$ cat config.mk
export PLATFORM = sky130hd
export DESIGN_NAME = afl_flag_unit
export DESIGN_NICKNAME = d
export VERILOG_FILES = /design/src/rtl/afl_pkg.sv /design/src/rtl/afl_offset_regs.sv /design/src/rtl/afl_flag_cmp.sv /design/src/rtl/afl_flag_unit.sv
export SDC_FILE = /design/constraint.sdc
export NUM_CORES = 1
export LEC_CHECK = 0
export BUFFER_PORTS_ARGS = -buffer_cell sky130_fd_sc_hd__buf_4
export CAP_MARGIN = 20
export CORE_UTILIZATION = 38
export CTS_CLUSTER_SIZE = 24
export DETAILED_ROUTE_END_ITERATION = 6
export GPL_ROUTABILITY_DRIVEN = 0
export SLEW_MARGIN = 20
export SYNTH_ARGS = -nofsm -noshare
export SYNTH_HDL_FRONTEND = slang
export SYNTH_SLANG_ARGS = --single-unit
$ cat constraint.sdc
create_clock -name clk -period 7.15 [get_ports clk]
set_input_delay 0.3575 -clock clk [delete_from_list [all_inputs] [get_ports clk]]
set_output_delay 0.3575 -clock clk [all_outputs]
set_load 0.02 [all_outputs]
$ cat src/rtl/afl_pkg.sv
package afl_pkg;
  typedef enum logic [1:0] {
    PRESET_A    = 2'b00,
    PRESET_B    = 2'b01,
    PRESET_C    = 2'b10,
    PRESET_USER = 2'b11
  } preset_e;
endpackage

$ cat src/rtl/afl_offset_regs.sv
module afl_offset_regs
  import afl_pkg::*;
#(
  parameter int OFS_W  = 10,
  parameter int PRE_A  = 8,
  parameter int PRE_B  = 16,
  parameter int PRE_C  = 64
) (
  input  logic             clk,
  input  logic             rst,
  input  preset_e          cfg_sel,
  input  logic             cfg_serial,
  input  logic             ser_data,
  input  logic             ser_en,
  input  logic             wr_en,
  input  logic [OFS_W-1:0] wr_low,
  output logic [OFS_W-1:0] ae_ofs,
  output logic [OFS_W-1:0] af_ofs,
  output logic             done
);
  localparam int BITS = 2 * OFS_W;
  localparam int BCW  = $clog2(BITS + 1);
  localparam logic [OFS_W-1:0] VAL_A = OFS_W'(PRE_A);
  localparam logic [OFS_W-1:0] VAL_B = OFS_W'(PRE_B);
  localparam logic [OFS_W-1:0] VAL_C = OFS_W'(PRE_C);
  localparam logic [BCW-1:0]   LAST  = BCW'(BITS - 1);

  logic           mode_serial;
  logic           second_word;
  logic [BCW-1:0] bit_cnt;

  always_ff @(posedge clk) begin
    if (rst) begin
      mode_serial <= cfg_serial;
      second_word <= 1'b0;
      bit_cnt     <= '0;
      case (cfg_sel)
        PRESET_A: begin ae_ofs <= VAL_A; af_ofs <= VAL_A; done <= 1'b1; end
        PRESET_B: begin ae_ofs <= VAL_B; af_ofs <= VAL_B; done <= 1'b1; end
        PRESET_C: begin ae_ofs <= VAL_C; af_ofs <= VAL_C; done <= 1'b1; end
        default:  begin ae_ofs <= '0;    af_ofs <= '0;    done <= 1'b0; end
      endcase
    end else if (!done) begin
      if (mode_serial) begin
        if (ser_en) begin
          {ae_ofs, af_ofs} <= {ae_ofs[OFS_W-2:0], af_ofs, ser_data};
          bit_cnt          <= bit_cnt + 1'b1;
          if (bit_cnt == LAST) done <= 1'b1;
        end
      end else if (wr_en) begin
        if (!second_word) begin
          ae_ofs      <= wr_low;
          second_word <= 1'b1;
        end else begin
          af_ofs <= wr_low;
          done   <= 1'b1;
        end
      end
    end
  end
endmodule

$ cat src/rtl/afl_flag_cmp.sv
module afl_flag_cmp #(
  parameter int DEPTH     = 1024,
  parameter int CNT_W     = 11,
  parameter int OFS_W     = 10,
  parameter bit FULL_SIDE = 1'b0
) (
  input  logic             clk,
  input  logic             rst,
  input  logic             part_rst,
  input  logic [CNT_W-1:0] occ,
  input  logic [OFS_W-1:0] ofs,
  output logic             flag
);
  localparam logic [CNT_W-1:0] DEP = CNT_W'(DEPTH);
  localparam logic             IDLE_VAL = !FULL_SIDE;

  logic [CNT_W-1:0] metric;

  generate
    if (FULL_SIDE) begin : g_free
      assign metric = DEP - occ;
    end else begin : g_used
      assign metric = occ;
    end
  endgenerate

  always_ff @(posedge clk) begin
    if (rst || part_rst) flag <= IDLE_VAL;
    else                 flag <= (metric <= CNT_W'(ofs));
  end
endmodule

$ cat src/rtl/afl_flag_unit.sv
module afl_flag_unit
  import afl_pkg::*;
#(
  parameter int DEPTH  = 1024,
  parameter int DATA_W = 36,
  parameter int PRE_A  = 8,
  parameter int PRE_B  = 16,
  parameter int PRE_C  = 64,
  localparam int OFS_W = $clog2(DEPTH),
  localparam int CNT_W = $clog2(DEPTH + 1)
) (
  input  logic              clk,
  input  logic              rst,
  input  logic              part_rst,
  input  logic [1:0]        cfg_sel,
  input  logic              cfg_serial,
  input  logic              ser_data,
  input  logic              ser_en,
  input  logic              wr_en,
  input  logic [DATA_W-1:0] wr_data,
  input  logic [CNT_W-1:0]  occupancy,
  output logic              almost_empty,
  output logic              almost_full,
  output logic              prog_done,
  output logic              fifo_wr
);
  logic [OFS_W-1:0] ae_ofs;
  logic [OFS_W-1:0] af_ofs;

  afl_offset_regs #(
    .OFS_W(OFS_W), .PRE_A(PRE_A), .PRE_B(PRE_B), .PRE_C(PRE_C)
  ) u_regs (
    .clk        (clk),
    .rst        (rst),
    .cfg_sel    (preset_e'(cfg_sel)),
    .cfg_serial (cfg_serial),
    .ser_data   (ser_data),
    .ser_en     (ser_en),
    .wr_en      (wr_en),
    .wr_low     (wr_data[OFS_W-1:0]),
    .ae_ofs     (ae_ofs),
    .af_ofs     (af_ofs),
    .done       (prog_done)
  );

  afl_flag_cmp #(
    .DEPTH(DEPTH), .CNT_W(CNT_W), .OFS_W(OFS_W), .FULL_SIDE(1'b0)
  ) u_ae (
    .clk(clk), .rst(rst), .part_rst(part_rst),
    .occ(occupancy), .ofs(ae_ofs), .flag(almost_empty)
  );

  afl_flag_cmp #(
    .DEPTH(DEPTH), .CNT_W(CNT_W), .OFS_W(OFS_W), .FULL_SIDE(1'b1)
  ) u_af (
    .clk(clk), .rst(rst), .part_rst(part_rst),
    .occ(occupancy), .ofs(af_ofs), .flag(almost_full)
  );

  assign fifo_wr = wr_en & prog_done;
endmodule

==> reports/qor.txt, run 1 <==
============================================================================
Cts repair resizes                                                         0
Setup violations, final                                                    0
Number of library cell types mapped by synthesis                          38
Nets                                                                     329
Total negative slack                                                    0 ps
Total instance count after detailed placement                            311
Max-slew headroom at the worst pin                                     28.8%
Detailed route wirelength on metal2                                  1870 um
Count of buffers inserted at the top-level ports                          33
Number of max-capacitance violations reported                              0
Clock-pin transition on the worst setup and hold timing paths          60 ps
Core area                                                       0.00485 mm^2
DRC violation count after routing                                          0
Number of synthesized register bits                                       30
# Post-CTS Setup Buffers                                                   0
Post-route clock skew                                                3.67 ps
Area growth syn-to-layout                                              19.9%
Pins Over Slew Limit                                                       0
Endpoint type of the worst setup path                                   flop
Initial core utilization                                               40.4%
Run status                                                         completed
Crit Path Class                                                 input pin to flop
Total global routing overflow                                              0
Total count of hold-check failures in the final report                     0
Worst Max-Slew Pin Slew                                              1070 ps
Initial antenna violation count                                            0
Number of global-route vias before repair                              1,530
Top sig layer                                                           met4
Wire length of the first global-routing pass                         6850 um
First-pass DRT Iterations                                                  4
Area of combinational cells with multiple inputs                0.00104 mm^2
Hold/Removal Path Class                                         input pin to flop
Post-Synthesis Cell Area                                        0.00196 mm^2
Placed Area                                                     0.00227 mm^2
CTS tree                                                               built
Die X                                                                73.8 um
Fillcell total                                                           489
Wire length on met3                                                   139 um
Wire length on met1                                                  2110 um
H-tree depth reported by CTS                                               2
Overall die height                                                   73.8 um
EDFF count, synth                                                         21
Routed vias                                                            1,572
Post-layout minimum cycle time                                       2600 ps
CP required                                                          7310 ps
Period utilisation layout                                              36.3%
Predominant post-synthesis flop cell                                edfxtp_1
Count of standard-cell rows                                               25
Synthesized netlist cell count                                           217
Leakage power of the design                                          1.02 nW
Final Instance Count excl. Fillers                                       319
Clock Latency Late Sink                                               280 ps
Number of sinks handled by clock tree synthesis                           30
Routed Wire Length                                                   4160 um
Max Fclk                                                             385 MHz
Number of diodes                                                           0
Detailed Route Iter0 Violations                                           55
Syn. warnings                                                              0
Remaining antenna violation count after routing                            0
CTS Hold Buffers Added                                                     0
Global routing usage summed across all routing layers                  17.0%
Total power density per cell area                                183 mW/mm^2
Mean post-synth cell area                                          9.04 um^2
Worst-case hold slack                                                 256 ps
Clock root buffer                                                   clkbuf_8
Die Footprint                                                   0.00545 mm^2
Async set-reset flop share out of synthesis                               0%
Register area                                                       811 um^2
Largest net degree at the start of global routing                         34
Clk buf depth                                                              2
Maximum fanout count along the critical path                               3
Proportion of layout cells with a drive suffix above 1                 17.9%
Setup repair after global routing missed its margin                       no
Via density per instance                                                4.93
Inserted Clock Buffers                                                     5
Net count of the mapped netlist                                          295
Kind of start point of the critical path                           input pin
Routed len/inst                                                      13.0 um
Proportion of synthesized chip area in sequential cells                41.4%
Utilization of the core after routing                                  48.5%
DP Wirelength                                                        3180 um
Max VDD drop                                                      0.000113 V
Final Cell Area                                                 0.00235 mm^2
Ports placed on the boundary                                              60
Endpoint arrival time on the critical path                           2760 ps
============================================================================
cell families (layout without fill, tap and decap cells):
logic type | count (synthesis) | in the layout | share of synthesized area, %
simple gates | 73 | 73 | 17.7
compound gates | 49 | 49 | 15.3
flops | 30 | 30 | 41.4
buf+inv | 30 | 65 | 5.74
fa+ha+maj | 22 | 22 | 14.0
xor+xnor | 13 | 13 | 5.81
metrics by stage:
step | setup slack, ps | total power, W
2_1_floorplan | 4590 | 0.000269
3_3_place_gp | 4280 | 0.000303
3_5_place_dp | 4260 | 0.000305
4_1_cts | 4550 | 0.000437
5_1_grt | 4440 | 0.000458
6_report | 4550 | 0.000431
synthesized netlist by cell type, types with 2 or more instances:
cell      number  area share, %
nand2_1       35            6.7
nor2_1        17            3.3
dfxtp_1        9            9.2
ha_1          22             14
nand4_1        3           0.96
o21ai_1        2           0.51
xnor2_1        7            3.1
clkbuf_1       6            1.1
o21ai_0        2           0.51
a21oi_1       28            7.1
nor3_2         2            1.0
o21a_1         4            1.5
xor2_1         6            2.7
or2_1          2           0.64
nand3_1        3           0.77
nor2b_1        3           0.96
inv_1         23            4.4
edfxtp_1      21             32
a21o_1         3            1.1
power breakdown:
group          switching, W  internal, W
Clock             0.0000646    0.0000668
Combinational     0.0000469    0.0000411
Sequential        0.0000102     0.000202
Total              0.000122     0.000310
layout by cell type (no fill, tap or decap), drive strengths merged, types with 4 or more instances in the layout:
| cell | instances |
|---|---|
| nand2 | 35 |
| ha | 22 |
| buf | 33 |
| o21a | 4 |
| xnor2 | 7 |
| o21ai | 4 |
| clkbuf | 6 |
| nor2 | 17 |
| inv | 24 |
| a21oi | 28 |
| dfxtp | 9 |
| xor2 | 6 |
| edfxtp | 21 |
worst paths after layout:
path	cells after the start	slack [ps]	start	end
max	12	4550	occupancy[0]	u_af.flag
min	1	260	cfg_serial	u_regs.mode_serial
max reg2reg	4	4630	u_regs.mode_serial	u_regs.ae_ofs[6]
min reg2reg	2	510	u_regs.second_word	u_regs.second_word
worst max-delay path, stage by stage:
cell       delay, ps
buf_4            110
inv_1             90
ha_1             240
nand2b_4          70
or4_4            450
xor2_1           170
ha_1             290
a21oi_1          130
nor2b_1           70
a2111oi_2        280
o211ai_1         140
a2111oi_1        360
final cells by class:
| class | count | share of cell area (%) |
|---|---|---|
| Clock buffer | 6 | 3.09 |
| Clock inverter | 2 | 0.373 |
| Sequential cell | 30 | 34.5 |
| Timing Repair Buffer | 33 | 10.5 |
| Tap cell | 67 | 3.57 |
| Multi-Input combinational cell | 157 | 44.1 |
| Inverter | 24 | 3.83 |
routing by layer:
layer  global-route usage (%)  up-vias
met4                     7.05        0
met5                        0        -
li1                         -      816
met2                     27.3       29
met3                     2.88        4
met1                     22.7      723
flip-flops by register name (all words and copies together), names as in the netlist:
name,flops
u_regs.bit_cnt,5
u_regs.ae_ofs,10
u_ae.flag,1
u_regs.second_word,1
u_regs.done,1
u_regs.af_ofs,10
u_af.flag,1
u_regs.mode_serial,1
Power figures use the tool's default switching activity.
==> inputs of run 2 (changes only) <==
==> constraint.sdc (replaced) <==
create_clock -name clk -period 2.4 [get_ports clk]
set_input_delay 0.12 -clock clk [delete_from_list [all_inputs] [get_ports clk]]
set_output_delay 0.12 -clock clk [all_outputs]
set_load 0.02 [all_outputs]
==> reports/qor.txt, run 2 (synthesis gave the netlist of run 1 again) <==
============================================================================
Routed len/inst                                                      12.9 um
Pins Over Slew Limit                                                       0
Period utilisation layout                                              92.7%
Leakage power of the design                                          1.08 nW
Post-layout minimum cycle time                                       2220 ps
Number of diodes                                                           0
Hold/Removal Path Class                                         input pin to flop
Wire length of the first global-routing pass                         7340 um
Proportion of layout cells with a drive suffix above 1                 22.1%
Startpoint of the worst setup timing path                       occupancy[0]
Area of combinational cells with multiple inputs                0.00105 mm^2
Max-slew headroom at the worst pin                                     68.8%
Max VDD drop                                                      0.000392 V
Ports placed on the boundary                                              60
Count of standard-cell rows                                               25
Die Footprint                                                   0.00545 mm^2
Kind of start point of the critical path                           input pin
Final Cell Area                                                 0.00247 mm^2
Overall die height                                                   73.8 um
Crit Path Class                                                 input pin to flop
Inserted Clock Buffers                                                     5
Routed vias                                                            1,604
Final Instance Count excl. Fillers                                       330
DRC violation count after routing                                          0
CP required                                                          2580 ps
Number of max-capacitance violations reported                              0
H-tree depth reported by CTS                                               2
Count of buffers inserted at the top-level ports                          33
Total instance count after detailed placement                            321
Clock root buffer                                                   clkbuf_8
Total power density per cell area                                552 mW/mm^2
Core area                                                       0.00485 mm^2
Endpoint arrival time on the critical path                           2410 ps
Maximum fanout count along the critical path                               2
CTS tree                                                               built
Detailed Route Iter0 Violations                                           58
DP Wirelength                                                        3260 um
Run status                                                         completed
Max Fclk                                                             450 MHz
Total count of hold-check failures in the final report                     0
Clk buf depth                                                              2
Nets                                                                     340
Routed Wire Length                                                   4250 um
Endpoint type of the worst setup path                                   flop
Critical Path Sink                                                 u_af.flag
Setup violations, final                                                    0
Number of sinks handled by clock tree synthesis                           30
Remaining antenna violation count after routing                            0
Global routing usage summed across all routing layers                  18.2%
Die X                                                                73.8 um
Reg2reg start                                                   u_regs.af_ofs[6]
R2r endpoint                                                       u_af.flag
Clock-pin transition on the worst setup and hold timing paths          60 ps
Registers with the most flip-flops                              u_regs.ae_ofs (10), u_regs.af_ofs (10), u_regs.bit_cnt (5)
Worst R2R Setup Slack                                                 580 ps
Register area                                                       811 um^2
Clock Latency Late Sink                                               290 ps
Worst-case reg-to-reg path depth                                           7
Fillcell total                                                           488
First-pass DRT Iterations                                                  4
Number of global-route vias before repair                              1,611
Most common cell after layout, fill and taps aside                     buf_4
Largest net degree at the start of global routing                         34
Initial core utilization                                               40.4%
Setup repair after global routing missed its margin                       no
Initial antenna violation count                                            0
Commonest non-fill, non-tap cells in the layout                 43 x buf_4, 35 x nand2_1, 28 x a21oi_1
Post-route clock skew                                                8.93 ps
Placed Area                                                     0.00234 mm^2
Via density per instance                                                4.86
Total global routing overflow                                              0
Area growth syn-to-layout                                              26.1%
Worst Max-Slew Pin Slew                                               456 ps
============================================================================
run 2: cell types whose count changed in the layout (fill, tap and decap cells not counted), sizes merged:
cell,change
buf,+10
clkbuf,+1
clkinv,-1
dlygate4sd3,+1
run 2: cell type report:
cell class / count / area share (%)
clock buffer: 7 / 3.90
multi-input combinational: 157 / 42.7
clock inverter: 1 / 0.152
sequential: 30 / 32.8
inverter: 24 / 3.64
timing repair buffer: 44 / 13.5
tap: 67 / 3.39
run 2: how the worst min path moves through the flow:
stage | startpoint | endpoint | slack [ps] | cells after the start
after floorplan | part_rst | u_af.flag | 200 | 1
after global placement | cfg_serial | u_regs.mode_serial | 300 | 1
after detailed placement | cfg_serial | u_regs.mode_serial | 300 | 1
after CTS | cfg_serial | u_regs.mode_serial | 4 | 1
after global routing | part_rst | u_af.flag | 10 | 2
final | part_rst | u_af.flag | 20 | 2
run 2: layer usage:
layer | global-route usage [%] | vias to the layer above | routed length [um]
met2 | 28.2 | 31 | 1910
met5 | 0 | - | 0
met3 | 3.84 | 4 | 161
met1 | 25.0 | 730 | 2120
met4 | 6.41 | 0 | 56
li1 | - | 839 | -
run 2: power by group:
part | switching, W | internal [W]
Combinational | 0.000154 | 0.000137
Sequential | 0.0000217 | 0.000600
Clock | 0.000194 | 0.000257
run 2: worst max-delay path, cell delays in order:
cell	delay [ps]
buf_4	110
inv_1	100
ha_4	160
nand2b_4	50
or4_4	420
xor2_1	160
ha_1	290
a21oi_1	140
nor2b_1	80
a2111oi_2	270
o211ai_1	150
a2111oi_2	350
run 2: through the flow:
stage | setup TNS, ps | total power [W] | setup slack (ps) | hold slack, ps | util [%]
5_1_grt | 0 | 0.00145 | 28.6 | 9.76 | 51.0
2_1_floorplan | 0 | 0.000801 | 75.0 | 202 | -
3_5_place_dp | -129 | 0.000921 | -129 | 299 | 48.4
3_3_place_gp | -47.9 | 0.000918 | -47.9 | 299 | 48.4
6_report | 0 | 0.00136 | 176 | 18.8 | 51.0
4_1_cts | 0 | 0.00137 | 159 | 3.75 | 50.4
run 2: what timing repair did:
item,CTS,global route
gates resized for setup,0,3
setup endpoints to repair,0,1
setup buffers,0,0
hold buffers,0,1
hold endpoints to repair,0,1
==> inputs of run 3 (changes only) <==
--- a/config.mk
+++ b/config.mk
@@ -7,10 +7,14 @@
 export LEC_CHECK = 0
 export BUFFER_PORTS_ARGS = -buffer_cell sky130_fd_sc_hd__buf_4
 export CAP_MARGIN = 20
-export CORE_UTILIZATION = 38
+export CELL_PAD_IN_SITES_DETAIL_PLACEMENT = 2
+export CELL_PAD_IN_SITES_GLOBAL_PLACEMENT = 2
+export CORE_ASPECT_RATIO = 1.75
+export CORE_UTILIZATION = 30
 export CTS_CLUSTER_SIZE = 24
 export DETAILED_ROUTE_END_ITERATION = 6
 export GPL_ROUTABILITY_DRIVEN = 0
+export PLACE_DENSITY_LB_ADDON = 0.1
 export SLEW_MARGIN = 20
 export SYNTH_ARGS = -nofsm -noshare
 export SYNTH_HDL_FRONTEND = slang
==> reports/qor.txt, run 3 (synthesis gave the netlist of run 1 again) <==
============================================================================
Die Footprint                                                   0.00688 mm^2
Total global routing overflow                                              0
Maximum fanout count along the critical path                               3
Final Instance Count excl. Fillers                                       344
Number of diodes                                                           0
H-tree depth reported by CTS                                               2
Inserted Clock Buffers                                                     5
Leakage power of the design                                          1.09 nW
Detailed Route Iter0 Violations                                           20
CP required                                                          2580 ps
Post-route clock skew                                                3.06 ps
Max VDD drop                                                      0.000326 V
Routed Wire Length                                                   5290 um
Most common cell after layout, fill and taps aside                     buf_4
Run status                                                         completed
PnR worst setup slack                                                 179 ps
Overall die height                                                    109 um
Setup repair after global routing missed its margin                       no
Via density per instance                                                4.96
Routed len/inst                                                      15.4 um
Clock root buffer                                                   clkbuf_8
Clk buf depth                                                              2
Busiest metal layer after global routing                                met2
Period utilisation layout                                              92.5%
Worst R2R Setup Slack                                                 370 ps
Utilization of the core after routing                                  39.7%
Number of max-capacitance violations reported                              0
Hold/Removal Path Class                                         input pin to flop
Met1 track demand over resource in global routing                      16.6%
Clock-pin transition on the worst setup and hold timing paths          60 ps
Registers with the most flip-flops                              u_regs.ae_ofs (10), u_regs.af_ofs (10), u_regs.bit_cnt (5)
Total power density per cell area                                544 mW/mm^2
Initial core utilization                                               31.2%
Commonest non-fill, non-tap cells in the layout                 44 x buf_4, 35 x nand2_1, 28 x a21oi_1
Wire length of the first global-routing pass                         8830 um
Remaining antenna violation count after routing                            0
Setup violations, final                                                    0
Endpoint arrival time on the critical path                           2400 ps
# Post-CTS Setup Buffers                                                   0
Global routing usage summed across all routing layers                  16.9%
Largest net degree at the start of global routing                         34
Pins Over Slew Limit                                                       0
Crit Path Class                                                 input pin to flop
DRC violation count after routing                                          0
Proportion of layout cells with a drive suffix above 1                 22.7%
Clock Latency Late Sink                                               280 ps
Area growth syn-to-layout                                              27.1%
Met3 global-route usage                                                2.93%
Final Total Pwr                                                    0.00136 W
Number of global-route vias before repair                              1,897
Max-slew headroom at the worst pin                                     61.9%
Place WS                                                             -160 ps
Total instance count after detailed placement                            335
Initial antenna violation count                                            0
Met2 global-route usage                                                33.6%
Post-layout minimum cycle time                                       2220 ps
Count of buffers inserted at the top-level ports                          33
DP Wirelength                                                        4370 um
CTS tree                                                               built
Die X                                                                63.1 um
Endpoint type of the worst setup path                                   flop
Kind of start point of the critical path                           input pin
Nets                                                                     341
Count of standard-cell rows                                               38
Worst Max-Slew Pin Slew                                               557 ps
Total count of hold-check failures in the final report                     0
Ports placed on the boundary                                              60
Routed vias                                                            1,705
Number of sinks handled by clock tree synthesis                           30
Core area                                                       0.00628 mm^2
Max Fclk                                                             450 MHz
First-pass DRT Iterations                                                  4
============================================================================
run 3: cell count changes in the layout (fill, tap and decap cells not counted), sizes merged:
cell | previous run | this run
buf | 43 | 44
run 3: worst paths after layout:
path                                   startpoint           endpoint  depth (start not counted)
worst max-delay path                 occupancy[1]          u_af.flag                         12
worst max register to register   u_regs.ae_ofs[7]          u_ae.flag                          8
worst min-delay path                     part_rst          u_af.flag                          2
worst min register to register  u_regs.bit_cnt[1]  u_regs.bit_cnt[1]                          2
run 3: worst max-delay path: stages:
cell,delay (ps)
buf_4,120
inv_1,90
ha_4,150
nand2b_4,50
or4_4,420
xor2_1,160
ha_1,290
a21oi_1,130
nor2b_1,70
a2111oi_2,280
o211ai_1,150
a2111oi_2,360
run 3: layer usage:
layer	up-vias	part of all wire [%]
li1	845	-
met1	819	38
met2	32	57
met3	9	2.5
met4	0	2.0
met5	-	0
run 3: area by class of cell:
type | instances | area, um^2
Clock inverter | 1 | 5.00
Multi-Input combinational cell | 157 | 1060
Inverter | 24 | 90.1
Timing Repair Buffer | 45 | 340
Tap cell | 80 | 100
Clock buffer | 7 | 86.3
Fill cell | 739 | 3780
Sequential cell | 30 | 811
run 3: where the power goes:
part,switching [W],internal [W],leakage [nW]
clock,0.000196,0.000231,0.0482
sequential,0.0000222,0.000600,0.288
combinational,0.000165,0.000142,0.751
run 3: through the flow:
stage / hold WS, ps / setup TNS [ps] / instance area, um^2
floorplan: 202 / 0 / 1960
global placement: 299 / -84.1 / 2370
detailed placement: 301 / -160 / 2370
CTS: 5.14 / 0 / 2460
global route: 10.8 / 0 / 2490
finish: 20.6 / 0 / 2490
run 3: what timing repair did:
action                                  CTS  global route
gates resized for setup                   0             4
hold buffers                              0             1
hold endpoints to repair                  0             1
endpoints found under the setup margin    0             1
